[config.mk]
export PLATFORM = sky130hd
export DESIGN_NAME = overcurrent_monitor
export DESIGN_NICKNAME = d
export VERILOG_FILES = /design/src/rtl/ocm_pkg.sv /design/src/rtl/ocm_threshold.sv /design/src/rtl/ocm_persist.sv /design/src/rtl/ocm_hold.sv /design/src/rtl/overcurrent_monitor.sv
export SDC_FILE = /design/constraint.sdc
export NUM_CORES = 1
export LEC_CHECK = 0
export BUFFER_PORTS_ARGS = -buffer_cell sky130_fd_sc_hd__buf_2
export CORE_UTILIZATION = 45
export DETAILED_ROUTE_END_ITERATION = 10
export PLACE_DENSITY = 0.62
export REMOVE_ABC_BUFFERS = 1
export SLEW_MARGIN = 10
export SYNTH_ARGS = -nofsm -noshare
export SYNTH_HDL_FRONTEND = slang
export SYNTH_HIERARCHICAL = 1
export SYNTH_SLANG_ARGS = --single-unit
export TNS_END_PERCENT = 1
[constraint.sdc]
create_clock -name clk -period 2.2 [get_ports clk]
set_input_delay 0.11 -clock clk [delete_from_list [all_inputs] [get_ports clk]]
set_output_delay 0.11 -clock clk [all_outputs]
set_load 0.02 [all_outputs]
[src/rtl/ocm_pkg.sv]
package ocm_pkg;
  localparam int NUM_CH = 2;
  localparam int CH_SIN = 0;
  localparam int CH_COS = 1;

  typedef logic [NUM_CH-1:0] ch_flags_t;
endpackage

[src/rtl/ocm_threshold.sv]
module ocm_threshold
  import ocm_pkg::*;
#(
  parameter int CUR_W   = 12,
  parameter int TRIP_MA = 450
) (
  input  logic [NUM_CH-1:0][CUR_W-1:0] cur_ma,
  output ch_flags_t                    over,
  output logic                         any_over
);
  localparam logic [CUR_W-1:0] TRIP_V = CUR_W'(TRIP_MA);

  // one strict comparator per channel
  for (genvar ch = 0; ch < NUM_CH; ch++) begin : g_cmp
    assign over[ch] = cur_ma[ch] > TRIP_V;
  end

  assign any_over = |over;
endmodule

[src/rtl/ocm_persist.sv]
module ocm_persist #(
  parameter int PERSIST_CYC = 50_000_000
) (
  input  logic clk,
  input  logic rst_n,
  input  logic accept,
  input  logic any_over,
  output logic expire
);
  localparam int CW = $clog2(PERSIST_CYC + 1);
  localparam logic [CW-1:0] LAST = CW'(PERSIST_CYC - 1);

  logic          run_q;
  logic [CW-1:0] cnt_q;
  logic          clear_beat;

  assign clear_beat = accept && !any_over;

  always_ff @(posedge clk) begin
    if (!rst_n) begin
      run_q <= 1'b0;
      cnt_q <= '0;
    end else if (clear_beat) begin
      run_q <= 1'b0;
      cnt_q <= '0;
    end else if (accept && !run_q) begin
      run_q <= 1'b1;
      cnt_q <= '0;
    end else if (run_q && cnt_q != LAST) begin
      cnt_q <= cnt_q + 1'b1;
    end
  end

  assign expire = run_q && (cnt_q == LAST) && !clear_beat;

  assert_count_capped_R3: assert property (@(posedge clk) disable iff (!rst_n)
    cnt_q <= LAST);
  assert_inlimit_ends_run_R4: assert property (@(posedge clk) disable iff (!rst_n)
    clear_beat |=> !run_q && !expire);
  assert_gap_keeps_run_R5: assert property (@(posedge clk) disable iff (!rst_n)
    (run_q && !accept) |=> run_q);
endmodule

[src/rtl/ocm_hold.sv]
module ocm_hold
  import ocm_pkg::*;
#(
  parameter int RECOVER_N = 4
) (
  input  logic      clk,
  input  logic      rst_n,
  input  logic      accept,
  input  logic      any_over,
  input  ch_flags_t flags,
  input  logic      expire,
  output logic      fault_q,
  output ch_flags_t src_q
);
  localparam int RW = $clog2(RECOVER_N + 1);
  localparam logic [RW-1:0] REC_LAST = RW'(RECOVER_N - 1);

  ch_flags_t     last_q;
  logic [RW-1:0] rec_q;

  always_ff @(posedge clk) begin
    if (!rst_n) last_q <= '0;
    else if (accept) last_q <= flags;
  end

  always_ff @(posedge clk) begin
    if (!rst_n) begin
      fault_q <= 1'b0;
      src_q   <= '0;
      rec_q   <= '0;
    end else if (!fault_q) begin
      if (expire) begin
        fault_q <= 1'b1;
        src_q   <= last_q;
        rec_q   <= '0;
      end
    end else if (accept) begin
      if (any_over) begin
        rec_q <= '0;
      end else if (rec_q == REC_LAST) begin
        fault_q <= 1'b0;
        src_q   <= '0;
        rec_q   <= '0;
      end else begin
        rec_q <= rec_q + 1'b1;
      end
    end
  end

  assert_rec_range_R6: assert property (@(posedge clk) disable iff (!rst_n)
    rec_q <= REC_LAST);
  assert_fall_on_inlimit_R6: assert property (@(posedge clk) disable iff (!rst_n)
    $fell(fault_q) |-> $past(accept && !any_over));
  assert_rise_on_expire_R3: assert property (@(posedge clk) disable iff (!rst_n)
    $rose(fault_q) |-> $past(expire));
  assert_src_set_R8: assert property (@(posedge clk) disable iff (!rst_n)
    $rose(fault_q) |-> src_q != '0);
endmodule

[src/rtl/overcurrent_monitor.sv]
module overcurrent_monitor
  import ocm_pkg::*;
#(
  parameter int CUR_W       = 12,
  parameter int TRIP_MA     = 450,
  parameter int PERSIST_CYC = 50_000_000,
  parameter int RECOVER_N   = 4
) (
  input  logic             clk,
  input  logic             rst_n,
  input  logic             s_valid,
  output logic             s_ready,
  input  logic [CUR_W-1:0] sin_ma,
  input  logic [CUR_W-1:0] cos_ma,
  output logic             health_ok,
  output logic [1:0]       fault_src
);
  logic                         rdy_q;
  logic                         seen_q;
  logic                         accept;
  logic [NUM_CH-1:0][CUR_W-1:0] cur_ma;
  ch_flags_t                    over;
  logic                         any_over;
  logic                         expire;
  logic                         fault_q;
  ch_flags_t                    src_q;

  always_ff @(posedge clk) begin
    if (!rst_n) begin
      rdy_q  <= 1'b0;
      seen_q <= 1'b0;
    end else begin
      rdy_q <= 1'b1;
      if (accept) seen_q <= 1'b1;
    end
  end

  assign s_ready = rdy_q;
  assign accept  = s_valid && rdy_q;

  assign cur_ma[CH_SIN] = sin_ma;
  assign cur_ma[CH_COS] = cos_ma;

  ocm_threshold #(.CUR_W(CUR_W), .TRIP_MA(TRIP_MA)) u_thr (
    .cur_ma   (cur_ma),
    .over     (over),
    .any_over (any_over)
  );

  ocm_persist #(.PERSIST_CYC(PERSIST_CYC)) u_persist (
    .clk      (clk),
    .rst_n    (rst_n),
    .accept   (accept),
    .any_over (any_over),
    .expire   (expire)
  );

  ocm_hold #(.RECOVER_N(RECOVER_N)) u_hold (
    .clk      (clk),
    .rst_n    (rst_n),
    .accept   (accept),
    .any_over (any_over),
    .flags    (over),
    .expire   (expire),
    .fault_q  (fault_q),
    .src_q    (src_q)
  );

  assign health_ok = !fault_q;
  assign fault_src = src_q;

  assert_ready_stays_R1: assert property (@(posedge clk) disable iff (!rst_n)
    $past(s_ready) |-> s_ready);
  assert_idle_healthy_R7: assert property (@(posedge clk) disable iff (!rst_n)
    !seen_q |-> health_ok);
  assert_src_tracks_R8: assert property (@(posedge clk) disable iff (!rst_n)
    health_ok == (fault_src == 2'b00));
endmodule

======== Word-level counts from Yosys, hierarchy flattened ========
Index checks and enable logic that the tools add are counted.
word-level totals
  flip-flop bits (word level) ............. 36
  bits in latches ......................... 0
  bits in writable memories ............... 0
  bits in read-only memories .............. 0
  input bits .............................. 27
  output and inout port bits .............. 4
  logic and storage cells ................. 50
  memories kept ........................... 0
operators by class
  $add $sub $neg .......................... 2
  multipliers ............................. 0
  divide/modulo/power cells ............... 0
  $lt $le $gt $ge ......................... 2
  equality and inequality tests ........... 6
  shift-type cells ........................ 0
  multiplexer cells ....................... 16
  bitwise gates (word level) .............. 1
  reduce and logical (&&, ||, !) cells .... 16
operators by type and width
  cell                                                            number
  adder 26 x 1 -> 26 bit, second input constant                   1
  == test 26 bit, second input constant                           1
  inequality test 26 bit, second input constant                   1
  greater-than comparator 12 x 9 -> 1 bit, second input constant  2
  two-way mux 3 bit                                               5
  two-way mux 2 bit                                               5
  logical AND 1 bit                                               6
  two-way mux 1 bit                                               6
  inequality test 2 bit, second input constant                    3
  zero test 1 bit                                                 4
  AND reduction 4 bit                                             1
  OR reduction 2 bit                                              2
  adder 3 x 1 -> 3 bit, second input constant                     1
  == test 3 x 2 -> 1 bit, second input constant                   1
  OR reduction 3 bit                                              1
  AND reduction 2 bit                                             1
  nonzero test 2 bit                                              1
  NOT 1 bit                                                       1

======== Longest topological paths before layout ========
Gate-level depths: netlist of the first run.
  depth in word-level cells ............... 8
  depth in mapped cells ................... 9
  mapped depth without buffers ............ 9

======== By module ========
The synthesis of the first run kept the hierarchy.
by module, submodules not included
  module               times used  cells an instance  area each (µm²)  seq. area each (µm²)
  ocm_persist          1           158                1,350.0          540.5
  ocm_hold             1           35                 362.8            160.2
  ocm_threshold        1           11                 61.3             0.0
  overcurrent_monitor  1           3                  30.0             20.0

======== Worst setup path after synthesis of the first run ========
No wires, ideal clock.
  path kind ............................... reg-to-reg
  start point ............................. register u_persist.cnt_q[0]
  end point ............................... register u_hold.rec_q[2]
  setup time .............................. 116 ps
  arrival ................................. 1,900 ps
  data required time ...................... 2,084 ps
  setup slack ............................. 184 ps
  cell stages (with the launch flop) ...... 8
  buffers on the path ..................... 1
  clock period less this slack ............ 2,016 ps
  cell sequence ........................... dfxtp_1 ha_1 nand2_1 or4_1 buf_2 nor3_1 mux2i_1 o211a_1
on the way
  word-level cells in the longest chain between the ends .. 5
RTL lines
  what                                  line                       RTL
  from (decl)                           ocm_persist.sv:14          logic [CW-1:0] cnt_q;
  from (signal assigned)                ocm_persist.sv:30          cnt_q <= cnt_q + 1'b1;
  == test 26 bit                        ocm_persist.sv:34          assign expire = run_q && (cnt_q == LAST) && !clear_beat;
  logical AND 1 bit (2 in a row)        ocm_persist.sv:34
  via expire                            overcurrent_monitor.sv:24  logic expire;
  nonzero test 2 bit (no source line)   --
  AND reduction 2 bit (no source line)  --
  to (signal assigned)                  ocm_hold.sv:45             rec_q <= rec_q + 1'b1;
  to (decl)                             ocm_hold.sv:19             logic [RW-1:0] rec_q;
The timed path passes the listed nets, and every way through them passes these cells.
A chain may end at the register's enable or synchronous reset.

======== Worst setup path after layout of the first run ========
Ends and elaborated chain as after synthesis.

==> results of run 1 <==
[power breakdown]
part / leakage [uW] / switching [uW] / internal [uW]
logic: 0.000493 / 38.7 / 38.2
clock network: 0.0000410 / 221 / 215
registers: 0.000291 / 6.18 / 658
total: 0.000825 / 266 / 911
[how the worst max path moves through the flow]
stage          slack (ns)                   to  depth (start not counted)                from
3_3_place_gp         0.15  u_persist/cnt_q[25]                         10           sin_ma[4]
4_1_cts               0.1      u_hold/rec_q[2]                          6  u_persist/cnt_q[0]
3_5_place_dp         0.09  u_persist/cnt_q[25]                         10           sin_ma[4]
6_report             0.18      u_hold/rec_q[2]                          6  u_persist/cnt_q[0]
5_1_grt              0.01      u_hold/rec_q[1]                          7  u_persist/cnt_q[0]
2_1_floorplan        0.06  u_persist/cnt_q[25]                          8           sin_ma[4]
[metrics by stage]
step                      utilization (%)  total power, uW
final                                57.4             1180
after global routing                 57.4             1230
after CTS                            57.2             1190
after detailed placement             55.1              756
after global placement               55.1              754
after floorplan                         -              711
[cell usage in the layout, fill, tap and decap left out, types with 7 or more instances in the layout]
| cell | n |
|---|---|
| nor3_1 | 8 |
| buf_2 | 30 |
| nand3_1 | 8 |
| or4_1 | 7 |
| buf_4 | 12 |
| nand4_1 | 8 |
| nand2_1 | 15 |
| nor2_1 | 22 |
| dfxtp_1 | 36 |
| a21oi_1 | 10 |
| xnor2_1 | 7 |
| xor2_1 | 10 |
[cell type report]
cell class / count / area share [%]
clock buffers: 6 / 3.38
flip-flops and latches: 36 / 33.6
repair buffers: 42 / 11.2
multi-input cells: 159 / 48.1
clock inverters: 1 / 0.233
inverters: 4 / 0.699
well taps: 48 / 2.80
[flip-flops by register name (all words and copies together), names as in the netlist]
register	cells
u_hold/fault_q	1
s_ready	1
u_hold/rec_q	3
u_hold/src_q	2
u_persist/run_q	1
u_hold/last_q	2
u_persist/cnt_q	26
[critical path, cell delays in order, from the launching register on]
cell and delay, ns:
dfxtp_1 0.34, ha_1 0.17, nand2_1 0.07, or4_1 0.65, nor3_2 0.26, mux2i_1 0.16
o211a_1 0.27
[routing by layer]
metal,up-vias,track usage [%]
li1,829,-
met1,762,24.1
met2,17,36.5
met3,2,4.34
met4,0,7.88
met5,-,0
[cells by family (layout without fill, tap and decap cells)]
kind of cell,after synthesis,in the layout,synth area share (%)
muxes,6,6,3.33
buffers and inverters,12,53,3.05
DFF,36,36,39.9
adders and majority gates,2,2,1.39
xor gates and xnor gates,17,17,8.25
and+or+nand+nor,101,101,32.1
AOI/OAI and AO/OA,33,33,11.9
==> flow_summary.json, run 1 <==
{
  "status": "complete, no violations",
  "cts.sinks": 36,
  "cts_resized": 0,
  "drive_above_1_share_pct": 23.8,
  "grt_pass1_vias": 1593,
  "crit_type": "reg -> reg",
  "synthToLayoutAreaGrowth_pct": 19.0,
  "max_freq_mhz": 496,
  "fin_hold_ws_ns": 0.0690,
  "r2r_slack_ns": 0.18,
  "wl_met2_um": 1930,
  "tightest_slew_ns": 0.357,
  "cp_data_arrival_time_ns": 2.20,
  "slew_violations": 0,
  "rows": 22,
  "drc": 0,
  "yosys.area.top_type": "dfxtp_1",
  "hold_viol_final": 0,
  "multiInputGateArea_um2": 1030,
  "core_um2": 3740,
  "synth_edf_count": 0,
  "hold_buffers": 0,
  "fin_cells": 296,
  "grt_max_degree": 15,
  "leakage_uw": 0.000825,
  "fillers": 370,
  "cellPowerDensity_nw_per_um2": 548,
  "clockRootBuffer": "clkbuf_8",
  "cts_tree": "done",
  "fin_ws_ns": 0.182,
  "setup-tns-final_ns": 0,
  "wl_met3_um": 125,
  "min_to": "s_ready",
  "wl_met1_um": 1790,
  "grt_pass1_wl_um": 6800,
  "highest_layer": "met4",
  "ys_seq_elements": 36,
  "fin_crit_ns": 2.02,
  "wire_per_inst_um": 13.1,
  "regToRegStartpoint": "u_persist/cnt_q[0]",
  "finalCritPeriodShare_pct": 91.7,
  "cts_buffers": 5,
  "post_cts_buffers": 0,
  "clock_skew_ns": 0.00777,
  "endpoint_kind": "flip-flop",
  "synthMostInstantiatedCell": "dfxtp_1",
  "dp.cells": 289,
  "rsz0062_at_grt": "false",
  "setup-violations-final": 0,
  "holdPathStages": 1,
  "start_util_pct": 48.2,
  "firstDrtPassIters": 6,
  "synth_ff_type": "dfxtp_1",
  "die_w_um": 65.3,
  "syn_inst": 207,
  "drt_iter0_drc": 108,
  "ioPinCount": 31,
  "nets": 277,
  "track_usage_pct": 20.6,
  "via_per_inst": 5.44,
  "timing.slew.headroom_pct": 76.2,
  "antenna_left": 0,
  "async_reset_ff_share_pct": 0,
  "postSynthAreaPerCell_um2": 8.72,
  "die_h_um": 65.3,
  "dieArea_um2": 4270,
  "diodes": 0,
  "reg2reg_depth": 6,
  "synth_cell_types": 46,
  "port_buffers": 30,
  "num_vias": 1610,
  "synth_area_um2": 1800,
  "ys_seq_area_share_pct": 39.9,
  "holdCritPathClass": "in -> reg",
  "final_cell_area_um2": 2150,
  "grt-ovfl-total": 0,
  "path_clk_slew_ns": 0.07,
  "ff_latch_area_um2": 721,
  "place_area_um2": 2060,
  "pre_cts_slack_ns": 0.0942,
  "hp-start": "rst_n",
  "setup.worst_path.start_class": "flip-flop",
  "yosysWarnings": 6,
  "crit_required_ns": 2.38,
  "synth_common_cells": "36 x dfxtp_1, 22 x nor2_1, 15 x nand2_1",
  "h-tree-depth": 2,
  "synth_top_area_share_pct": 39.9,
  "clockBufferDepth": 2,
  "wl_um": 3880,
  "insertion_delay_ns": 0.29,
  "rr_endpoint": "u_hold/rec_q[2]",
  "worst_ir_drop_vdd_v": 0.000435,
  "antenna_found_initial": 0,
  "dp_hpwl_um": 2820,
  "maxCapViolCount": 0,
  "gp_congestion": 0.787,
  "crit_fanout": 5,
  "netlist_top_cells_area": "dfxtp_1 40%, xor2_1 4.9%, nor2_1 4.6%"
}
Power figures use the tool's default switching activity.
==> inputs of run 2 (changes only) <==
==> constraint.sdc (replaced) <==
create_clock -name clk -period 2.2 [get_ports clk]
set_input_delay 0.44 -clock clk [delete_from_list [all_inputs] [get_ports clk]]
set_output_delay 0.44 -clock clk [all_outputs]
set_load 0.02 [all_outputs]
==> flow_summary.json, run 2 (same netlist as run 1, synthesis figures left out) <==
{
  "layout_commonest_cell": "dfxtp_1",
  "die_h_um": 65.3,
  "antenna_found_initial": 0,
  "pre_cts_slack_ns": -0.237,
  "firstDrtPassIters": 4,
  "crit_type": "in -> reg",
  "h-tree-depth": 2,
  "rsz0062_at_grt": "false",
  "fin_ws_ns": 0.111,
  "worst_ir_drop_vdd_v": 0.000397,
  "grt_pass1_wl_um": 7110,
  "timing.slew.headroom_pct": 73.8,
  "holdCritPathClass": "in -> reg",
  "crit_fanout": 5,
  "via_per_inst": 5.50,
  "endpoint_kind": "flip-flop",
  "fillers": 357,
  "cts.sinks": 36,
  "maxCapViolCount": 0,
  "grt_pass1_vias": 1618,
  "crit_required_ns": 2.38,
  "cts_tree": "done",
  "synthToLayoutAreaGrowth_pct": 22.5,
  "path_clk_slew_ns": 0.08,
  "finalCritPeriodShare_pct": 95.0,
  "ff_latch_area_um2": 721,
  "grt_max_degree": 15,
  "clockBufferDepth": 2,
  "slew_violations": 0,
  "antenna_left": 0,
  "cp_data_arrival_time_ns": 2.27,
  "slowest_stage": "or4_1",
  "layout_common_cells": "36 x dfxtp_1, 30 x buf_2, 22 x nor2_1, 15 x nand2_1, 14 x buf_4",
  "nets": 279,
  "port_buffers": 30,
  "dieArea_um2": 4270,
  "max_freq_mhz": 479,
  "clock_skew_ns": 0.00369,
  "crit_family": "simple AND/OR/NAND/NOR gates",
  "diodes": 0,
  "largest-register": "u_persist/cnt_q",
  "max_stage_delay_ns": 0.51,
  "leakage_uw": 0.000849,
  "fin_crit_ns": 2.09,
  "tightest_slew_ns": 0.392,
  "total_power_uw": 1340,
  "fin_hold_ws_ns": 0.406,
  "ioPinCount": 31,
  "die_w_um": 65.3,
  "cts_buffers": 5,
  "cellPowerDensity_nw_per_um2": 608,
  "cpMostUsedCell": "a21oi_1",
  "rows": 22,
  "wl_um": 4180,
  "setup-violations-final": 0,
  "drt_iter0_drc": 94,
  "largest_reg_flops": 26,
  "core_um2": 3740,
  "path_buf_inv": 1,
  "insertion_delay_ns": 0.28,
  "largest_registers": "u_persist/cnt_q x26, u_hold/rec_q x3",
  "status": "complete, no violations",
  "clockRootBuffer": "clkbuf_8",
  "start_util_pct": 48.2,
  "multiInputGateArea_um2": 1040,
  "hold_viol_final": 0,
  "gp_congestion": 0.785,
  "track_usage_pct": 21.8,
  "setup-tns-final_ns": 0,
  "grt-ovfl-total": 0,
  "drc": 0,
  "setup.worst_path.start_class": "primary input",
  "drive_above_1_share_pct": 26.3,
  "cp_cell_sequence": "buf_2, or4_1, a21oi_1, o21ai_1, or2_4, a21bo_2, and2_1, nand2_1, a21oi_1, a31o_2",
  "dp_hpwl_um": 3060,
  "num_vias": 1645,
  "dp.cells": 291,
  "fin_cells": 299,
  "wire_per_inst_um": 14.0
}
==> run 2: what timing repair did <==
action | CTS | global route
setup buffers | 0 | 0
hold buffers | 0 | 0
setup endpoints to repair | 0 | 6
gates resized for setup | 0 | 5
==> run 2: per-stage QoR <==
step | area (um^2) | utilization (%)
after CTS | 2190 | 58.6
final | 2210 | 59.0
after global placement | 2080 | 55.5
after global routing | 2210 | 59.0
after detailed placement | 2080 | 55.5
after floorplan | 1760 | -
==> run 2: routing by layer <==
| metal | vias to the layer above | part of all wire (%) | global-route usage [%] |
|---|---|---|---|
| met2 | 23 | 52 | 38.3 |
| met3 | 2 | 2.3 | 3.65 |
| met1 | 790 | 45 | 26.3 |
| met4 | 0 | 0.67 | 8.15 |
| met5 | - | 0 | 0 |
| li1 | 830 | - | - |
==> run 2: worst paths after layout <==
path / startpoint / end / slack, ns / cells after the start
hold reg to reg: u_hold/rec_q[2] / u_hold/rec_q[2] / 0.47 / 1
hold / removal: rst_n / s_ready / 0.41 / 1
setup / recovery: cos_ma[4] / u_persist/cnt_q[25] / 0.11 / 10
setup reg to reg: u_persist/cnt_q[0] / u_persist/cnt_q[23] / 0.14 / 7
==> run 2: cell type report <==
class                      instances  area share, %
sequential                        36           32.6
inverter                           4          0.680
multi-input combinational        159           47.2
timing repair buffer              44           11.6
tap                               48           2.72
clock inverter                     3           2.10
clock buffer                       5           3.11
==> run 2: power by group <==
group / total [uW] / internal, uW / switching, uW
Sequential: 664 / 657 / 6.75
Clock: 599 / 342 / 258
Combinational: 79.2 / 39.5 / 39.6
